## config.mk

```make
export PLATFORM = sky130hd
export DESIGN_NAME = modem_chg_detect
export DESIGN_NICKNAME = d
export VERILOG_FILES = /design/src/rtl/mcd_pkg.sv /design/src/rtl/mcd_sync.sv /design/src/rtl/mcd_edge.sv /design/src/rtl/mcd_flags.sv /design/src/rtl/modem_chg_detect.sv
export SDC_FILE = /design/constraint.sdc
export NUM_CORES = 1
export LEC_CHECK = 0
export ABC_AREA = 1
export BUFFER_PORTS_ARGS = -buffer_cell sky130_fd_sc_hd__buf_2
export CORE_UTILIZATION = 33
export DETAILED_ROUTE_END_ITERATION = 7
export PLACE_DENSITY_LB_ADDON = 0.2
export REMOVE_ABC_BUFFERS = 1
export SYNTH_ARGS = -nofsm -noshare
export SYNTH_HDL_FRONTEND = slang
export SYNTH_SLANG_ARGS = --single-unit
```

## constraint.sdc

```tcl
create_clock -name clk -period 0.9 [get_ports clk]
set_input_delay 0.18 -clock clk [delete_from_list [all_inputs] [get_ports clk]]
set_output_delay 0.18 -clock clk [all_outputs]
set_load 0.1 [all_outputs]
```

## src/rtl/mcd_pkg.sv

```systemverilog
package mcd_pkg;
  localparam int LINES   = 4;
  localparam int IDX_CTS = 0;
  localparam int IDX_DSR = 1;
  localparam int IDX_RI  = 2;
  localparam int IDX_DCD = 3;
  localparam int STAT_W  = 2 * LINES;

  typedef logic [LINES-1:0] line_vec_t;

  // CTS is always an input; the mode bit for it is ignored.
  function automatic line_vec_t enable_mask(line_vec_t mode);
    return mode | line_vec_t'(1 << IDX_CTS);
  endfunction

  // Level view: inverted synchronized pin, gated by input enable.
  function automatic line_vec_t level_view(line_vec_t cur, line_vec_t en);
    return ~cur & en;
  endfunction

  // Change events: any toggle, except RI which counts falling edges only.
  function automatic line_vec_t change_events(line_vec_t cur, line_vec_t prev,
                                              line_vec_t en);
    line_vec_t toggled;
    line_vec_t fell;
    line_vec_t sel;
    toggled      = cur ^ prev;
    fell         = prev & ~cur;
    sel          = toggled;
    sel[IDX_RI]  = fell[IDX_RI];
    return sel & en;
  endfunction
endpackage

```

## src/rtl/mcd_sync.sv

```systemverilog
module mcd_sync #(
  parameter int W      = 4,
  parameter int STAGES = 2
) (
  input  logic         clk,
  input  logic         rst_n,
  input  logic [W-1:0] d,
  output logic [W-1:0] q
);
  logic [STAGES-1:0][W-1:0] stage_q;

  always_ff @(posedge clk or negedge rst_n) begin
    if (!rst_n) begin
      stage_q <= '1;
    end else begin
      stage_q[0] <= d;
      for (int i = 1; i < STAGES; i++) begin
        stage_q[i] <= stage_q[i-1];
      end
    end
  end

  assign q = stage_q[STAGES-1];
endmodule

```

## src/rtl/mcd_edge.sv

```systemverilog
module mcd_edge
  import mcd_pkg::*;
#(
  parameter int WARM = 3
) (
  input  logic      clk,
  input  logic      rst_n,
  input  line_vec_t cur,
  input  line_vec_t en,
  output line_vec_t evt
);
  localparam int CW = $clog2(WARM + 1);

  line_vec_t       hist_q;
  logic [CW-1:0]   warm_q;
  logic            armed;

  assign armed = (warm_q == CW'(WARM));

  always_ff @(posedge clk or negedge rst_n) begin
    if (!rst_n) begin
      hist_q <= '1;
      warm_q <= '0;
    end else begin
      hist_q <= cur;
      if (!armed) warm_q <= warm_q + CW'(1);
    end
  end

  // Until the synchronizer has filled, history just follows the input.
  assign evt = armed ? change_events(cur, hist_q, en) : '0;
endmodule

```

## src/rtl/mcd_flags.sv

```systemverilog
module mcd_flags #(
  parameter int W = 4
) (
  input  logic         clk,
  input  logic         rst_n,
  input  logic [W-1:0] evt,
  input  logic         clr,
  output logic [W-1:0] flags
);
  always_ff @(posedge clk or negedge rst_n) begin
    if (!rst_n) flags <= '0;
    else        flags <= (flags & ~{W{clr}}) | evt;
  end
endmodule

```

## src/rtl/modem_chg_detect.sv

```systemverilog
module modem_chg_detect
  import mcd_pkg::*;
#(
  parameter int SYNC_STAGES = 2
) (
  input  logic              clk,
  input  logic              rst_n,
  input  logic [LINES-1:0]  modem_lines,
  input  logic [LINES-1:0]  pin_mode,
  input  logic              rd_strobe,
  output logic [STAT_W-1:0] rd_data,
  output logic              modem_irq
);
  localparam int WARM = SYNC_STAGES + 1;

  line_vec_t line_sync;
  line_vec_t line_en;
  line_vec_t line_lvl;
  line_vec_t chg_evt;
  line_vec_t chg_flags;

  mcd_sync #(.W(LINES), .STAGES(SYNC_STAGES)) u_sync (
    .clk  (clk),
    .rst_n(rst_n),
    .d    (modem_lines),
    .q    (line_sync)
  );

  assign line_en  = enable_mask(pin_mode);
  assign line_lvl = level_view(line_sync, line_en);

  mcd_edge #(.WARM(WARM)) u_edge (
    .clk  (clk),
    .rst_n(rst_n),
    .cur  (line_sync),
    .en   (line_en),
    .evt  (chg_evt)
  );

  mcd_flags #(.W(LINES)) u_flags (
    .clk  (clk),
    .rst_n(rst_n),
    .evt  (chg_evt),
    .clr  (rd_strobe),
    .flags(chg_flags)
  );

  assign rd_data   = {line_lvl, chg_flags};
  assign modem_irq = |chg_flags;
endmodule

```

==> metrics <==
I/O pin cnt 20; endpoints failing setup 13; Worst EP arrival about 1.1 ns; leading area contributor after synthesis dfstp_2; distinct cell type count after synthesis 14; VDD IR-drop max approximately 950 uV; initial antenna violation count 0; worst hold endpoint u_flags.flags[3]$_DFF_PN0_; Worst EP required around 0.72 ns; top-area cell type share of the netlist area 0.468; vias in the first global route between 400 and 500; top post-synthesis cells by area dfstp_2 (47%), dfrtp_1 (22%), nand2_1 (7.2%); Hold Path Cell Cnt 4; Synth Area per Inst 11.1 um2; Slew headroom 0.743; router iterations before antenna repair 4; Pwr Total 1900 uW; pwr/cell area roughly 1700 nW/um2; row count 15; CTS root buffer clkbuf_4; via count around 480; worst reg-to-reg path cell count 5; reg-to-reg endpoint u_flags.flags[1]$_DFF_PN0_; Worst Tran Pin Value 0.386 ns; most frequent cells in the layout dfstp_2 (12), nand2_1 (10), buf_2 (9), buf_12 (9), inv_1 (8); Final #Nets 110; Initial Utilization 0.370; Syn-to-layout area delta 69.8%; clk sink count 18; grt ovf 0; final setup skew ~0.0034 ns; violated checks setup timing; leakage power 0.000557 uW; reg2reg start u_edge.warm_q[1]$_DFFE_PN0N_; Hold Path Class in2reg; HPWL after DPL a little under 800 um; min cycle time layout about 1.2 ns; CP Class reg2out; Die ar. 2230 um2; Startpoint Class register; Post-Place Setup Slack -0.141 ns; Buffers on Ports 18; sequential fraction of the synthesis area 0.690; initial drt markers 3; DRC viols 0; pin count of the biggest net entering global routing 19; Final WS setup -0.336 ns; RSZ-0062 raised after global routing yes; MaxCap Viol Count 0; Clock transition at path regs approximately 0.10 ns; worst skew pair latency 0.28 ns; final slew viol count 0; die height roughly 47 um; status complete, but fails checks; leading cell type in the layout, fill and taps excluded dfstp_2; Cell Area, Synth slightly below 700 um2; GR Util All Layers 0.121; Ys Warns 0; Setup crit end kind output pin; first-pass GRT wire length 1810 um; flop-to-flop setup slack -0.05 ns; Worst Path Max Fanout 2; # diodes 0; depth of the CTS H-tree 1; critical hold path startpoint rd_strobe; final hold vios 0; DIE WIDTH ~47 um; drt wl/cell 8.82 um; layout cell share with drive strength beyond 1 0.660; Seq cells post-synth 18; gp weighted congestion roughly 0.66; TritonCTS clock tree built; DRT Wirelength between 1000 and 1500 um; Core Area 1820 um2; Cells after Synth between 60 and 70; Avg Vias per Cell approximately 3.9; Antenna Violating Nets Remaining 0; clock tree buffer depth 2; f_max between 0.8 and 0.9 GHz; clock buffer count from CTS 3; Tcrit/Tclk final 1.37
## sequential cells by signal, indices dropped and copies added, names as in the netlist
signal / count
u_edge.hist_q: 4
u_flags.flags: 4
u_sync.q: 4
u_sync.stage_q: 4
u_edge.warm_q: 2
## what timing repair did
action,4_1_cts,5_1_grt
hold endpoints to repair,10,0
pin swaps,1,7
gates cloned,0,0
resized for setup,13,10
hold buffers,5,0
setup endpoints to repair,15,14
setup buffers,1,2
## cell families after synthesis
group                      share of synthesized area
and+or+nand+nor                                0.180
buffers and inverters                         0.0835
adders and majority gates                     0.0185
AOI/OAI and AO/OA                             0.0148
DFF                                            0.690
xor gates and xnor gates                      0.0130
## worst max path at each step
stage / endpoint / startpoint / slack [ns]
finish: rd_data[6] / u_sync.q[2]$_DFF_PN1_ / -0.34
global route: rd_data[6] / u_sync.q[2]$_DFF_PN1_ / -0.39
CTS: rd_data[5] / u_sync.q[1]$_DFF_PN1_ / -0.35
detailed placement: u_flags.flags[1]$_DFF_PN0_ / u_edge.warm_q[0]$_DFFE_PN0N_ / -0.14
global placement: u_flags.flags[1]$_DFF_PN0_ / u_edge.warm_q[0]$_DFFE_PN0N_ / -0.10
floorplan: u_flags.flags[2]$_DFF_PN0_ / u_sync.q[2]$_DFF_PN1_ / -1.06
## per-stage QoR
stage / std cells / utilization / hold slack, ns / instance area, um2 / TNS [ns]
final: 122 / 0.629 / 0.171 / 1140 / -2.74
after CTS: 121 / 0.606 / 0.160 / 1100 / -2.93
after floorplan: 60 / - / -0.116 / 663 / -6.71
after detailed placement: 112 / 0.534 / 0.124 / 972 / -0.863
after global routing: 122 / 0.629 / 0.185 / 1140 / -3.36
after global placement: 112 / 0.534 / 0.120 / 972 / -0.643
## cells in the mapped netlist
cell type / instances
ha_1: 1
nand3_2: 2
xnor2_1: 1
nand3_1: 1
dfrtp_1: 6
o21ai_0: 1
o21ai_1: 1
buf_6: 1
nand2_2: 4
nand2_1: 13
inv_2: 2
dfstp_2: 12
nor2_1: 6
inv_1: 10
## metal layers
| layer | track usage | part of all wire |
|---|---|---|
| met2 | 0.217 | 0.52 |
| met1 | 0.132 | 0.42 |
| met4 | 0.0514 | 0 |
| met5 | 0 | 0 |
| met3 | 0.0385 | 0.059 |
## worst max-delay path: stages (launching register included)
cell	delay, ns
dfstp_2	0.57
nor2_4	0.05
buf_12	0.16
## layout make-up
type | instances | area (um2)
Timing Repair Buffer | 33 | 365
Clock buffer | 4 | 36.3
Multi-Input combinational cell | 30 | 201
Fill cell | 158 | 676
Tap cell | 25 | 31.3
Inverter | 12 | 45.0
Sequential cell | 18 | 465
## report_power, final
group	internal (uW)	switching (uW)	total, uW
sequential	875	25.1	900
combinational	208	314	522
clock	246	234	480
total	1330	572	1900
No activity file was read; power rests on OpenSTA's default activity.
